--- src/rtl/nrf_pkg.sv ---
package nrf_pkg;

    typedef struct packed {
        logic       width_sel;
        logic       filt_en;
        logic [1:0] lvl;
    } nrf_ctrl_t;

    localparam int CTRL_BITS = 4;
    localparam logic [CTRL_BITS-1:0] CTRL_RESET = 4'hF;

endpackage

--- src/rtl/nrf_ctrl_reg.sv ---
module nrf_ctrl_reg
    import nrf_pkg::*;
#(
    parameter int DATA_W = 8
) (
    input  logic              clk,
    input  logic              rst_n,
    input  logic              wr,
    input  logic [DATA_W-1:0] wdata,
    output logic [DATA_W-1:0] rdata,
    output nrf_ctrl_t         ctrl
);
    localparam int PAD_W = DATA_W - CTRL_BITS;

    nrf_ctrl_t ctrl_d, ctrl_q;

    always_comb begin
        ctrl_d = ctrl_q;
        if (wr) begin
            ctrl_d = nrf_ctrl_t'(wdata[CTRL_BITS-1:0]);
        end
    end

    always_ff @(posedge clk or negedge rst_n) begin
        if (!rst_n) begin
            ctrl_q <= nrf_ctrl_t'(CTRL_RESET);
        end else begin
            ctrl_q <= ctrl_d;
        end
    end

    assign rdata = {{PAD_W{1'b0}}, ctrl_q};
    assign ctrl  = ctrl_q;

    // the stored field tracks the written bits one edge later
    p_field_store_r3: assert property (@(posedge clk) disable iff (!rst_n)
        wr |=> (ctrl.lvl == $past(wdata[1:0])));

    // upper read bits stay zero after any write
    p_upper_zero_r2: assert property (@(posedge clk) disable iff (!rst_n)
        wr |=> (rdata[DATA_W-1:CTRL_BITS] == '0));

endmodule

--- src/rtl/nrf_sync.sv ---
module nrf_sync #(
    parameter int STAGES = 2
) (
    input  logic clk,
    input  logic rst_n,
    input  logic d,
    output logic q
);
    logic [STAGES-1:0] chain_d, chain_q;

    generate
        if (STAGES == 1) begin : g_single
            always_comb chain_d = d;
        end else begin : g_multi
            always_comb chain_d = {chain_q[STAGES-2:0], d};
        end
    endgenerate

    always_ff @(posedge clk or negedge rst_n) begin
        if (!rst_n) begin
            chain_q <= '1;
        end else begin
            chain_q <= chain_d;
        end
    end

    assign q = chain_q[STAGES-1];

endmodule

--- src/rtl/nrf_qualifier.sv ---
module nrf_qualifier #(
    parameter int WIDE_THR   = 32,
    parameter int NARROW_THR = 8,
    parameter int CNT_W      = $clog2(WIDE_THR + 1)
) (
    input  logic clk,
    input  logic rst_n,
    input  logic s_in,
    input  logic bypass,
    input  logic width_sel,
    output logic qual
);
    localparam logic [CNT_W-1:0] WIDE_LIM   = CNT_W'(WIDE_THR - 1);
    localparam logic [CNT_W-1:0] NARROW_LIM = CNT_W'(NARROW_THR - 1);

    typedef struct packed {
        logic             qual;
        logic [CNT_W-1:0] cnt;
    } qstate_t;

    qstate_t st_d, st_q;
    logic [CNT_W-1:0] lim;

    always_comb begin
        lim  = width_sel ? WIDE_LIM : NARROW_LIM;
        st_d = st_q;
        if (bypass) begin
            st_d.qual = s_in;
            st_d.cnt  = '0;
        end else if (s_in == st_q.qual) begin
            st_d.cnt = '0;
        end else if (st_q.cnt >= lim) begin
            st_d.qual = s_in;
            st_d.cnt  = '0;
        end else begin
            st_d.cnt = st_q.cnt + 1'b1;
        end
    end

    always_ff @(posedge clk or negedge rst_n) begin
        if (!rst_n) begin
            st_q.qual <= 1'b1;
            st_q.cnt  <= '0;
        end else begin
            st_q <= st_d;
        end
    end

    assign qual = st_q.qual;

    // outside bypass the level moves only after the count reached its limit
    p_change_at_limit_r4: assert property (@(posedge clk) disable iff (!rst_n)
        (!$past(bypass) && (qual != $past(qual))) |-> ($past(st_q.cnt) >= $past(lim)));

    // in bypass the level copies the synchronized input
    p_bypass_follow_r6: assert property (@(posedge clk) disable iff (!rst_n)
        $past(bypass) |-> (qual == $past(s_in)));

    // the count never runs past the wide limit
    p_cnt_bound_r9: assert property (@(posedge clk) disable iff (!rst_n)
        st_q.cnt <= WIDE_LIM);

endmodule

--- src/rtl/nrf_edge_det.sv ---
module nrf_edge_det (
    input  logic clk,
    input  logic rst_n,
    input  logic lvl,
    output logic fall
);
    logic prev_d, prev_q;

    always_comb begin
        prev_d = lvl;
    end

    always_ff @(posedge clk or negedge rst_n) begin
        if (!rst_n) begin
            prev_q <= 1'b1;
        end else begin
            prev_q <= prev_d;
        end
    end

    assign fall = prev_q & ~lvl;

    // a request never lasts more than one cycle
    p_irq_single_r10: assert property (@(posedge clk) disable iff (!rst_n)
        fall |=> !fall);

endmodule

--- src/rtl/int_noise_filter.sv ---
module int_noise_filter
    import nrf_pkg::*;
#(
    parameter int DATA_W      = 8,
    parameter int SYNC_STAGES = 2,
    parameter int WIDE_THR    = 32,
    parameter int NARROW_THR  = 8
) (
    input  logic              clk,
    input  logic              rst_n,
    input  logic              reg_wr,
    input  logic [DATA_W-1:0] reg_wdata,
    output logic [DATA_W-1:0] reg_rdata,
    input  logic              pin_in,
    input  logic              lxt_mode,
    input  logic              lxt2_mode,
    input  logic              sleep_mode,
    output logic              pin_qual,
    output logic              irq,
    output logic [1:0]        rst_level
);
    nrf_ctrl_t ctrl;
    logic      pin_sync;
    logic      bypass;

    nrf_ctrl_reg #(.DATA_W(DATA_W)) u_ctrl (
        .clk   (clk),
        .rst_n (rst_n),
        .wr    (reg_wr),
        .wdata (reg_wdata),
        .rdata (reg_rdata),
        .ctrl  (ctrl)
    );

    nrf_sync #(.STAGES(SYNC_STAGES)) u_sync (
        .clk   (clk),
        .rst_n (rst_n),
        .d     (pin_in),
        .q     (pin_sync)
    );

    always_comb begin
        bypass = !ctrl.filt_en || lxt_mode || lxt2_mode || sleep_mode;
    end

    nrf_qualifier #(
        .WIDE_THR   (WIDE_THR),
        .NARROW_THR (NARROW_THR)
    ) u_qual (
        .clk       (clk),
        .rst_n     (rst_n),
        .s_in      (pin_sync),
        .bypass    (bypass),
        .width_sel (ctrl.width_sel),
        .qual      (pin_qual)
    );

    nrf_edge_det u_edge (
        .clk   (clk),
        .rst_n (rst_n),
        .lvl   (pin_qual),
        .fall  (irq)
    );

    assign rst_level = ctrl.lvl;

    // a request marks the first low cycle of the qualified level
    p_irq_on_fall_r10: assert property (@(posedge clk) disable iff (!rst_n)
        irq |-> (!pin_qual && $past(pin_qual)));

    // crystal mode forces the level to follow the synchronized pin
    p_lxt_bypass_r7: assert property (@(posedge clk) disable iff (!rst_n)
        $past(lxt_mode) |-> (pin_qual == $past(pin_sync)));

    // second crystal mode and sleep force the same bypass
    p_lxt2_sleep_bypass_r8: assert property (@(posedge clk) disable iff (!rst_n)
        ($past(lxt2_mode) || $past(sleep_mode)) |-> (pin_qual == $past(pin_sync)));

endmodule

--- config.mk ---
export PLATFORM = sky130hd
export DESIGN_NAME = int_noise_filter
export DESIGN_NICKNAME = d
export VERILOG_FILES = /design/src/rtl/nrf_pkg.sv /design/src/rtl/nrf_ctrl_reg.sv /design/src/rtl/nrf_sync.sv /design/src/rtl/nrf_qualifier.sv /design/src/rtl/nrf_edge_det.sv /design/src/rtl/int_noise_filter.sv
export SDC_FILE = /design/constraint.sdc
export NUM_CORES = 1
export LEC_CHECK = 0
export CORE_UTILIZATION = 50
export CTS_BUF_LIST = sky130_fd_sc_hd__clkbuf_8 sky130_fd_sc_hd__clkbuf_16
export CTS_CLUSTER_SIZE = 30
export DETAILED_ROUTE_END_ITERATION = 16
export DONT_BUFFER_PORTS = 1
export PLACE_DENSITY_LB_ADDON = 0.15
export SKIP_CTS_REPAIR_TIMING = 1
export SKIP_LAST_GASP = 1
export SLEW_MARGIN = 20
export SYNTH_ARGS = -nofsm -noshare
export SYNTH_HDL_FRONTEND = slang
export SYNTH_SLANG_ARGS = --single-unit
--- constraint.sdc ---
create_clock -name clk -period 1.9 [get_ports clk]
set_input_delay 0.38 -clock clk [delete_from_list [all_inputs] [get_ports clk]]
set_output_delay 0.38 -clock clk [all_outputs]
set_load 0.005 [all_outputs]
# After elaboration in Yosys (flattened, before gate mapping)
# Index checks and enable logic that the tools add are counted.
[classes]
n_addsub = 1
magnitude_cmp = 1
eq_ne = 2
mux = 6
bitwise_logic = 2
n_reduce_logical = 6
[op_table]
columns = ["op", "n"]
rows = [
  ["$mux 6", 2],
  ["$mux 7", 1],
  ["$add 6x1->6 const B", 1],
  ["$ge 6x6->1", 1],
  ["$mux 5", 1],
  ["$logic_or 1x1->1", 3],
  ["$mux 1", 2],
  ["$ne 2x2->1 const B", 1],
  ["$reduce_and 2->1", 1],
  ["$reduce_bool 2->1", 1],
  ["$and 1x1->1", 1],
  ["$eq 1x1->1", 1],
  ["$logic_not 1->1", 1],
  ["$not 1->1", 1],
]
[totals]
regBits = 14
in_bits = 15
out_inout_bits = 12

# Depth between registers and ports, before layout
# Gate-level depths: netlist (run 1).
[logic_depth]
ltp_word = 6
mapped_depth = 5
depth_no_buf = 5

# By module
# A second synthesis (run 1) with hierarchy kept.
[hier_totals]
hier_cells = 53
area_unflattened_um2 = 674.4
[by_module_without_submodules]
columns = ["module", "n_inst", "cells_per_inst", "area_per_inst_um2"]
rows = [
  ["nrf_qualifier", 1, 31, 357.8],
  ["nrf_ctrl_reg", 1, 17, 214.0],
  ["nrf_sync", 1, 2, 52.6],
  ["nrf_edge_det", 1, 2, 40.0],
  ["int_noise_filter", 1, 1, 10.0],
]

# Worst setup path before layout (run 1)
# Ideal clock, no wire load.
[synth_timing]
path_kind = "register to register"
startpoint = "register u_ctrl.ctrl_q (netlist bit u_ctrl.ctrl[3])"
endpoint = "register, netlist name u_qual.qual"
arrival_time_ns = 1.590
required_ns = 1.818
setup_slack_ns = 0.227
stages_incl_launch_ff = 6
period_less_slack_ns = 1.673
cell_sequence = "dfstp_2 -> inv_1 -> ha_1 -> a211oi_4 -> nand3_2 -> mux2_4"
[synth_between]
elab_chain_len = 4
[synth_rtl]
columns = ["element", "line", "source"]
rows = [
  ["start: declaration", "nrf_ctrl_reg.sv:15", "nrf_ctrl_t ctrl_d, ctrl_q;"],
  ["start signal: assignment", "nrf_ctrl_reg.sv:26", "ctrl_q <= nrf_ctrl_t'(CTRL_RESET);"],
  ["start signal: assignment", "nrf_ctrl_reg.sv:28", "ctrl_q <= ctrl_d;"],
  ["$mux 5", "nrf_qualifier.sv:25", "lim = width_sel ? WIDE_LIM : NARROW_LIM;"],
  ["$ge 6x6->1", "nrf_qualifier.sv:32", "end else if (st_q.cnt >= lim) begin"],
  ["$reduce_bool 2->1 (no source line)", "--", ""],
  ["$reduce_and 2->1 (no source line)", "--", ""],
]
# Every way passes these cells.
# A chain may end at the register's enable or synchronous reset.

# Worst setup path after layout (run 1)
[layout_timing]
startpoint = "register u_ctrl.ctrl_q (netlist bit u_ctrl.ctrl[3])"
endpoint = "register, netlist name u_qual.qual"
[layout_between]
elab_chain_len = 4
[layout_rtl]
columns = ["element", "line"]
rows = [
  ["$mux 5", "nrf_qualifier.sv:25"],
  ["$ge 6x6->1", "nrf_qualifier.sv:32"],
  ["$reduce_bool 2->1 (no source line)", "--"],
  ["$reduce_and 2->1 (no source line)", "--"],
]
# Every way passes these cells.

==> results of run 1 <==
==> routing by layer <==
layer / share of wire (%) / routed length (µm) / global-route usage [%]
met4: 0.76 / 8 / 9.483
met2: 52 / 546 / 30.42
met5: 0 / 0 / 0
met1: 39 / 406 / 19.10
met3: 8.8 / 93 / 6.936
==> final timing paths <==
path	endpoint	from	depth (start not counted)	slack, ns
worst max-delay path	u_qual.qual	u_ctrl.ctrl[3]	5	0.09
worst min register to register	u_sync.chain_q[1]	u_sync.chain_q[0]	0	0.36
min in group asynchronous	u_qual.st_q[2]	rst_n	1	0.58
max in group asynchronous	u_qual.st_q[1]	rst_n	1	0.93
worst min-delay path	u_sync.chain_q[0]	pin_in	0	0.13
worst max register to register	u_qual.qual	u_ctrl.ctrl[3]	5	0.09
==> cells in the final DEF (no fill, tap or decap) <==
cell           instances
nor4b_4                1
nand3_2                1
xor2_1                 2
clkbuf_8               3
nand2_1                3
inv_1                  2
or3_1                  1
mux2_2                 3
dlygate4sd3_1          1
nor2b_1                1
conb_1                 4
a211oi_4               1
nand3_1                3
xnor2_1                2
mux2_4                 1
ha_1                   3
a211oi_1               1
nand4_1                1
dfstp_2                8
dfrtp_1                6
nor3b_1                1
nor3_1                 4
o21ai_0                2
==> kinds of logic after synthesis <==
logic type      count (synthesis)  synth area share (%)
compound gates                  4                 5.475
xor+xnor                        4                 5.110
fa+ha+maj                       3                 5.475
buf+inv                         8                 8.211
flops                          14                 52.55
mux                             4                 7.116
other cells                     1                0.5469
simple gates                   16                 15.51
==> power by group through the flow <==
stage / registers [W] / logic (W) / clock network (W)
floorplan: 0.000336 / 0.0000468 / 0
global placement: 0.000339 / 0.0000345 / 0
detailed placement: 0.000341 / 0.0000367 / 0
CTS: 0.000336 / 0.0000368 / 0.000246
global route: 0.000340 / 0.0000484 / 0.000261
finish: 0.000335 / 0.0000430 / 0.000242
==> area by class of cell <==
type                    instances  area, µm²
clock buffers                   3      41.29
clock inverters                 1      3.754
fillers                        93      469.2
inverters                       1      3.754
multi-input cells              35      280.3
flip-flops and latches         14      360.3
well taps                      14      17.52
repair buffers                  1      10.01
==> sequential cells by signal, summed over array words and instances, names as in the netlist <==
| name | count |
|---|---|
| u_ctrl.ctrl | 4 |
| u_edge.prev_q | 1 |
| u_qual.qual | 1 |
| u_qual.st_q | 6 |
| u_sync.chain_q | 2 |
==> per-stage QoR <==
step	worst slack (ns)	hold WS [ns]	total power [W]
6_report	0.09026	0.1347	0.0006201
5_1_grt	0.02155	0.1273	0.0006495
4_1_cts	0.09130	-0.1744	0.0006188
3_5_place_dp	0.1006	0.08481	0.0003773
3_3_place_gp	0.1410	0.08476	0.0003740
2_1_floorplan	0.2273	0.08441	0.0003830
==> worst max-delay path, cell delays in order, from the launching register on <==
cell	delay, ns
dfstp_2	0.54
inv_1	0.07
ha_1	0.33
a211oi_4	0.28
nand3_2	0.19
mux2_4	0.33
==> flow_metrics.py, run 1 <==
metrics = {
    "outcome": {
        "status": "finished clean",
    },
    "min_path": {
        "hp-class": "input pin to flop",
    },
    "synthesis": {
        "synth_top_area_share_pct": 30.66,
        "yosysWarnings": 0,
        "ys_ff_latch": 14,
        "yosys-top-cells-area": "dfstp_2 31%, dfrtp_1 22%, buf_4 7.7%",
        "avgSynthCellArea_um2": 12.70,
        "yosysMostFrequentCell": "dfstp_2",
        "ys_types": 22,
        "synth-edff-count": 0,
        "netlist_area_um2": 685.7,
        "ys.flop_type": "dfstp_2",
        "yosys-top-cells-count": "8 x dfstp_2, 7 x buf_4, 6 x dfrtp_1, 4 x nor3_1",
        "async_flop_share_pct": 100.0,
        "synth_top_area_cell": "dfstp_2",
        "syn_inst": 54,
        "ys_seq_area_share_pct": 52.55,
    },
    "sta": {
        "tightest_slew_ns": 0.5952,
        "maxSlewViolCount": 0,
        "period_minus_slack_ns": 1.810,
        "hold_viol_final": 0,
        "slew_headroom_pct": 60.19,
        "clock-skew-final_ns": 0.004230,
        "max_freq_mhz": 552.6,
        "grt_setup_unrepaired": "false",
        "fin_tns_setup_ns": 0,
        "setup_viol": 0,
        "period_share_pct": 95.25,
    },
    "cells_and_area": {
        "synthToLayoutAreaGrowth_pct": 4.562,
        "final_nets": 74,
        "antenna_cells": 0,
        "instances_no_fill": 69,
        "final_util_pct": 60.44,
        "drive_gt1_share_pct": 32.73,
        "fin_area_um2": 716.9,
    },
    "power": {
        "p_sw_share_pct": 21.72,
        "power_frac_comb_pct": 6.9,
        "pwr_density_cell_nw_per_um2": 864.9,
        "irDropWorstVdd_v": 0.0005065,
        "power_frac_clock_pct": 39.0,
        "power_switching_w": 0.0001347,
        "internal_power_w": 0.0004854,
        "power.leakage_nw": 0.2978,
        "p_seq_share_pct": 54.1,
    },
    "detailed_routing": {
        "drt_wl_total_mm": 1.054,
        "drt_first_pass_iters": 4,
        "drt_iter0_markers": 6,
        "wl_per_cell_um": 15.28,
        "drc_errors": 0,
        "drtAntennaViolNets": 0,
        "vias_per_cell": 5.681,
        "num_vias": 392,
    },
    "clock_tree": {
        "cts_buffers": 3,
        "root_buffer": "clkbuf_8",
        "clock_latency_ns": 0.24,
        "clock_path_buffers": 2,
        "cts_tree": "built",
        "numClockSinks": 14,
        "htreeDepth": 1,
        "clkTransAtPathRegs_ns": 0.06,
    },
    "global_route": {
        "grt_pass1_vias": 441,
        "overflow": 0,
        "grt_usage_pct": 18.01,
        "grt_max_degree": 15,
        "antenna_found_initial": 0,
        "grt_pass1_wl_mm": 1.787,
    },
    "floorplanning": {
        "ios": 27,
        "die-area_um2": 1523,
        "rows": 12,
        "start_util_pct": 57.81,
        "die_width_um": 39.03,
        "coreArea_um2": 1186,
        "die_y_um": 39.03,
    },
    "critical_path": {
        "critPathLaunchType": "flop",
        "worstPathRequired_ns": 2.07,
        "cp-end-kind": "flop",
        "worst-setup-path-type": "flop to flop",
        "crit_arrival_ns": 1.98,
        "path_max_fanout": 6,
    },
    "place": {
        "dp_hpwl_um": 780.2,
        "place_inst": 64,
        "postPlaceCellArea_um2": 661.9,
        "io_buffers": 0,
        "place.gp.congestion": 0.8220,
    },
    "flow_run": {
        "max_cap_viol_count": 0,
    },
}
Power figures use the tool's default switching activity.
==> inputs of run 2 (changes only) <==
- clock period: 1.9 -> 1.8 ns (I/O delays scaled with it)
==> flow_metrics.py, run 2 (synthesized netlist as in run 1, its figures left out) <==
metrics = {
    "global_route": {
        "grt_pass1_vias": 394,
        "grt_max_degree": 15,
        "grt_pass1_wl_mm": 1.683,
        "grt_usage_pct": 18.36,
        "antenna_found_initial": 0,
        "overflow": 0,
    },
    "power": {
        "pwr_density_cell_nw_per_um2": 923.4,
        "power.leakage_nw": 0.3025,
        "irDropWorstVdd_v": 0.0006589,
    },
    "floorplanning": {
        "start_util_pct": 57.81,
        "die-area_um2": 1523,
        "ios": 27,
        "rows": 12,
        "coreArea_um2": 1186,
        "die_width_um": 39.03,
        "die_y_um": 39.03,
    },
    "place": {
        "dp_hpwl_um": 736.2,
        "place.gp.congestion": 0.8348,
        "io_buffers": 0,
        "place_inst": 65,
    },
    "critical_path": {
        "worstPathRequired_ns": 1.97,
        "crit_arrival_ns": 1.88,
        "slowest_stage": "dfstp_2",
        "path_max_fanout": 6,
        "worst-setup-path-type": "flop to flop",
        "cp-end-kind": "flop",
        "critPathLaunchType": "flop",
        "worstRegToRegCells": 6,
        "max_stage_delay_ns": 0.55,
        "path_cells": "inv_2, buf_4, ha_4, a211oi_4, nand3_4, mux2_4",
    },
    "detailed_routing": {
        "drt_iter0_markers": 7,
        "drc_errors": 0,
        "num_vias": 393,
        "drt_first_pass_iters": 2,
        "drt_wl_total_mm": 1.086,
        "drtAntennaViolNets": 0,
        "wl_per_cell_um": 15.51,
        "vias_per_cell": 5.614,
    },
    "cells_and_area": {
        "synthToLayoutAreaGrowth_pct": 11.86,
        "fillCellCount": 84,
        "antenna_cells": 0,
        "final_cell_mix": "8 x dfstp_2, 6 x dfrtp_1, 4 x nor3_1, 4 x conb_1, 4 x clkbuf_8",
        "instances_no_fill": 70,
        "top_register": "u_qual.st_q",
        "largest_reg_flops": 6,
        "drive_gt1_share_pct": 41.07,
        "final_nets": 75,
        "ff_latch_area_um2": 360.3,
        "final_common_cell": "dfstp_2",
        "multiInputGateArea_um2": 312.8,
    },
    "sta": {
        "clock-skew-final_ns": 0.002023,
        "tightest_slew_ns": 0.5882,
        "maxSlewViolCount": 0,
        "setup_viol": 0,
        "period_share_pct": 95.01,
        "hold_viol_final": 0,
        "hold_slack_ns": 0.1103,
        "slew_headroom_pct": 60.66,
        "max_freq_mhz": 584.7,
        "grt_setup_unrepaired": "false",
        "period_minus_slack_ns": 1.710,
    },
    "clock_tree": {
        "clock_path_buffers": 2,
        "cts_tree": "built",
        "root_buffer": "clkbuf_8",
        "clock_latency_ns": 0.24,
        "cts_buffers": 3,
        "numClockSinks": 14,
        "htreeDepth": 1,
        "clkTransAtPathRegs_ns": 0.06,
    },
    "min_path": {
        "hold-path-cell-count": 0,
        "hp-class": "input pin to flop",
    },
    "flow_run": {
        "max_cap_viol_count": 0,
    },
    "outcome": {
        "status": "finished clean",
    },
}
[run 2: per-stage QoR]
stage	cell area (µm²)	TNS (ns)	setup WS, ns	utilization, %	total power, W
finish	767.0	0	0.08979	64.66	0.0007082
global placement	669.4	0	0.05217	56.43	0.0003976
detailed placement	669.4	0	0.02344	56.43	0.0003998
global route	767.0	0	0.02498	64.66	0.0007431
CTS	724.4	-0.01930	-0.01930	61.08	0.0007018
floorplan	696.9	0	0.1273	-	0.0004042
[run 2: layout make-up]
type | instances | share of cell area, %
multi-input cells | 35 | 40.78
well taps | 14 | 2.284
clock buffers | 4 | 7.178
repair buffers | 2 | 2.284
inverters | 1 | 0.4894
flip-flops and latches | 14 | 46.98
[run 2: where the power goes]
part	internal, W	switching [W]	total [W]
clock network	0.000194	0.000106	0.000300
logic	0.0000269	0.0000275	0.0000544
registers	0.000341	0.0000133	0.000354
[run 2: layer usage]
metal  vias to the layer above  share of wire, %  track usage [%]
li1                        179                 -                -
met1                       192                40            17.16
met2                        20                51            30.83
met3                         2               7.3            11.56
met4                         0               1.4            8.621
met5                         -                 0                0
[run 2: path summary, 6_finish.rpt]
check                                  startpoint                end  slack [ns]
max in group asynchronous                   rst_n     u_qual.st_q[1]        0.86
worst max-delay path               u_ctrl.ctrl[3]        u_qual.qual        0.09
worst max register to register     u_ctrl.ctrl[3]        u_qual.qual        0.09
worst min-delay path                       pin_in  u_sync.chain_q[0]        0.11
worst min register to register  u_sync.chain_q[0]  u_sync.chain_q[1]        0.36
min in group asynchronous                   rst_n     u_qual.st_q[5]        0.56
[run 2: worst max-delay path, delay by kind of cell (launching register included)]
family | cells | cell delay, ns
buffers and inverters | 2 | 0.19
AO/OA/AOI/OAI | 1 | 0.28
adder cells (fa/ha/maj) | 1 | 0.15
multiplexers | 1 | 0.32
AND/OR/NAND/NOR | 1 | 0.15
flip-flops | 1 | 0.55
==> inputs of run 3 (changes only) <==
--- a/config.mk
+++ b/config.mk
@@ -7,5 +7,4 @@
 export LEC_CHECK = 0
 export CORE_UTILIZATION = 50
-export CTS_BUF_LIST = sky130_fd_sc_hd__clkbuf_8 sky130_fd_sc_hd__clkbuf_16
 export CTS_CLUSTER_SIZE = 30
 export DETAILED_ROUTE_END_ITERATION = 16
==> constraint.sdc (replaced) <==
create_clock -name clk -period 1.8 [get_ports clk]
set_input_delay 0.36 -clock clk [delete_from_list [all_inputs] [get_ports clk]]
set_output_delay 0.36 -clock clk [all_outputs]
set_load 0.01 [all_outputs]
==> flow_metrics.py, run 3 (synthesized netlist as in run 1, its figures left out) <==
metrics = {
    "sta": {
        "fin_tns_setup_ns": 0,
        "fin_ws_ns": 0.1003,
        "period_minus_slack_ns": 1.700,
        "tightest_slew_ns": 0.5780,
        "period_share_pct": 94.43,
        "slew_headroom_pct": 61.34,
        "setup_viol": 0,
        "grt_setup_unrepaired": "false",
        "maxSlewViolCount": 0,
        "hold_viol_final": 0,
        "clock-skew-final_ns": 0.002915,
        "max_freq_mhz": 588.3,
    },
    "floorplanning": {
        "ios": 27,
        "start_util_pct": 57.81,
        "coreArea_um2": 1186,
        "die_y_um": 39.03,
        "die-area_um2": 1523,
        "die_width_um": 39.03,
        "rows": 12,
    },
    "global_route": {
        "grt_pass1_vias": 418,
        "grt_pass1_wl_mm": 1.718,
        "grt_max_degree": 15,
        "grt_usage_pct": 18.30,
        "overflow": 0,
        "antenna_found_initial": 0,
    },
    "critical_path": {
        "worst-setup-path-type": "flop to flop",
        "r2r_end": "u_qual.qual",
        "r2r_start": "u_ctrl.ctrl[3]",
        "rrSetupSlack_ns": 0.10,
        "worstRegToRegCells": 5,
        "crit_arrival_ns": 1.90,
        "worst-path-buf-inv": 1,
        "path_cells": "inv_1, ha_1, a211oi_4, nand3_4, mux2_4",
        "path_delay_family": "flip-flops",
        "cp-end-kind": "flop",
        "worstPathRequired_ns": 2.00,
        "critPathLaunchType": "flop",
        "slowest_stage": "dfstp_2",
        "max_stage_delay_ns": 0.54,
        "path_max_fanout": 6,
    },
    "detailed_routing": {
        "drtAntennaViolNets": 0,
        "drt_iter0_markers": 7,
        "drt_wl_total_mm": 1.068,
        "drt_first_pass_iters": 4,
        "vias_per_cell": 5.563,
        "wl_per_cell_um": 15.04,
        "num_vias": 395,
        "drc_errors": 0,
    },
    "cells_and_area": {
        "final_nets": 76,
        "antenna_cells": 0,
        "drive_gt1_share_pct": 38.60,
        "fillCellCount": 92,
        "ff_latch_area_um2": 360.3,
        "synthToLayoutAreaGrowth_pct": 8.394,
        "instances_no_fill": 71,
        "final_common_cell": "dfstp_2",
        "largest_reg_flops": 6,
        "top_register": "u_qual.st_q",
        "multiInputGateArea_um2": 300.3,
        "final_cell_mix": "8 x dfstp_2, 6 x dfrtp_1, 4 x nor3_1, 4 x conb_1",
    },
    "place": {
        "place.gp.congestion": 0.8281,
        "io_buffers": 0,
        "place_inst": 65,
        "dp_hpwl_um": 801.6,
        "pre_cts_ws_ns": -0.007033,
    },
    "power": {
        "power_switching_w": 0.0001395,
        "power_frac_clock_pct": 33.8,
        "power_frac_comb_pct": 9.2,
        "p_sw_share_pct": 22.16,
        "power.leakage_nw": 0.3013,
        "pwr_density_cell_nw_per_um2": 847.2,
        "power_w": 0.0006296,
        "p_seq_share_pct": 57.0,
        "irDropWorstVdd_v": 0.0006153,
        "internal_power_w": 0.0004901,
    },
    "clock_tree": {
        "cts_tree": "built",
        "numClockSinks": 14,
        "cts_buffers": 3,
        "htreeDepth": 1,
        "clock_latency_ns": 0.26,
        "clkTransAtPathRegs_ns": 0.08,
        "root_buffer": "clkbuf_4",
        "clock_path_buffers": 2,
    },
    "flow_run": {
        "max_cap_viol_count": 0,
    },
    "min_path": {
        "min_to": "u_sync.chain_q[0]",
        "min-delay-start": "pin_in",
        "hold-path-cell-count": 0,
        "hp-class": "input pin to flop",
    },
    "outcome": {
        "status": "finished clean",
    },
}
==> run 3: worst register-to-register path, cell delays in order (launching register included) <==
cell and delay (ns):
dfstp_2 0.54, inv_1 0.09, ha_1 0.23, a211oi_4 0.30, nand3_4 0.15, mux2_4 0.32
==> run 3: cell type report <==
cell class | instances | share of cell area, %
inverter | 1 | 0.5051
clock buffer | 4 | 4.882
tap | 14 | 2.357
multi-input combinational | 35 | 40.40
sequential | 14 | 48.48
timing repair buffer | 3 | 3.367
==> run 3: how the worst max path moves through the flow <==
stage / start / to / depth (start not counted)
global route: u_ctrl.ctrl[3] / u_qual.qual / 5
floorplan: u_ctrl.ctrl[3] / u_qual.qual / 5
global placement: u_ctrl.ctrl[3] / u_qual.qual / 5
detailed placement: u_ctrl.ctrl[3] / u_qual.qual / 5
finish: u_ctrl.ctrl[3] / u_qual.qual / 5
CTS: u_ctrl.ctrl[3] / u_qual.qual / 5
==> run 3: power by group through the flow <==
stage | clock [W] | combinational, W | sequential, W
6_report | 0.000213 | 0.0000576 | 0.000359
2_1_floorplan | 0 | 0.0000547 | 0.000358
3_3_place_gp | 0 | 0.0000430 | 0.000363
5_1_grt | 0.000244 | 0.0000643 | 0.000363
3_5_place_dp | 0 | 0.0000460 | 0.000365
4_1_cts | 0.000228 | 0.0000460 | 0.000359
==> run 3: routing by layer <==
metal | wire [µm] | GRT usage, % | vias to the layer above | part of all wire [%]
li1 | - | - | 183 | -
met1 | 427 | 17.74 | 193 | 40
met2 | 575 | 30.83 | 19 | 54
met3 | 64 | 6.936 | 0 | 6.0
met4 | 0 | 13.79 | 0 | 0
met5 | 0 | 0 | - | 0
==> run 3: metrics by stage <==
step | hold WS (ns) | util [%] | area, µm²
5_1_grt | 0.05417 | 62.66 | 743.2
2_1_floorplan | 0.06441 | - | 696.9
3_3_place_gp | 0.06477 | 56.43 | 669.4
3_5_place_dp | 0.06478 | 56.43 | 669.4
4_1_cts | -0.2416 | 59.49 | 705.7
6_report | 0.08564 | 62.66 | 743.2
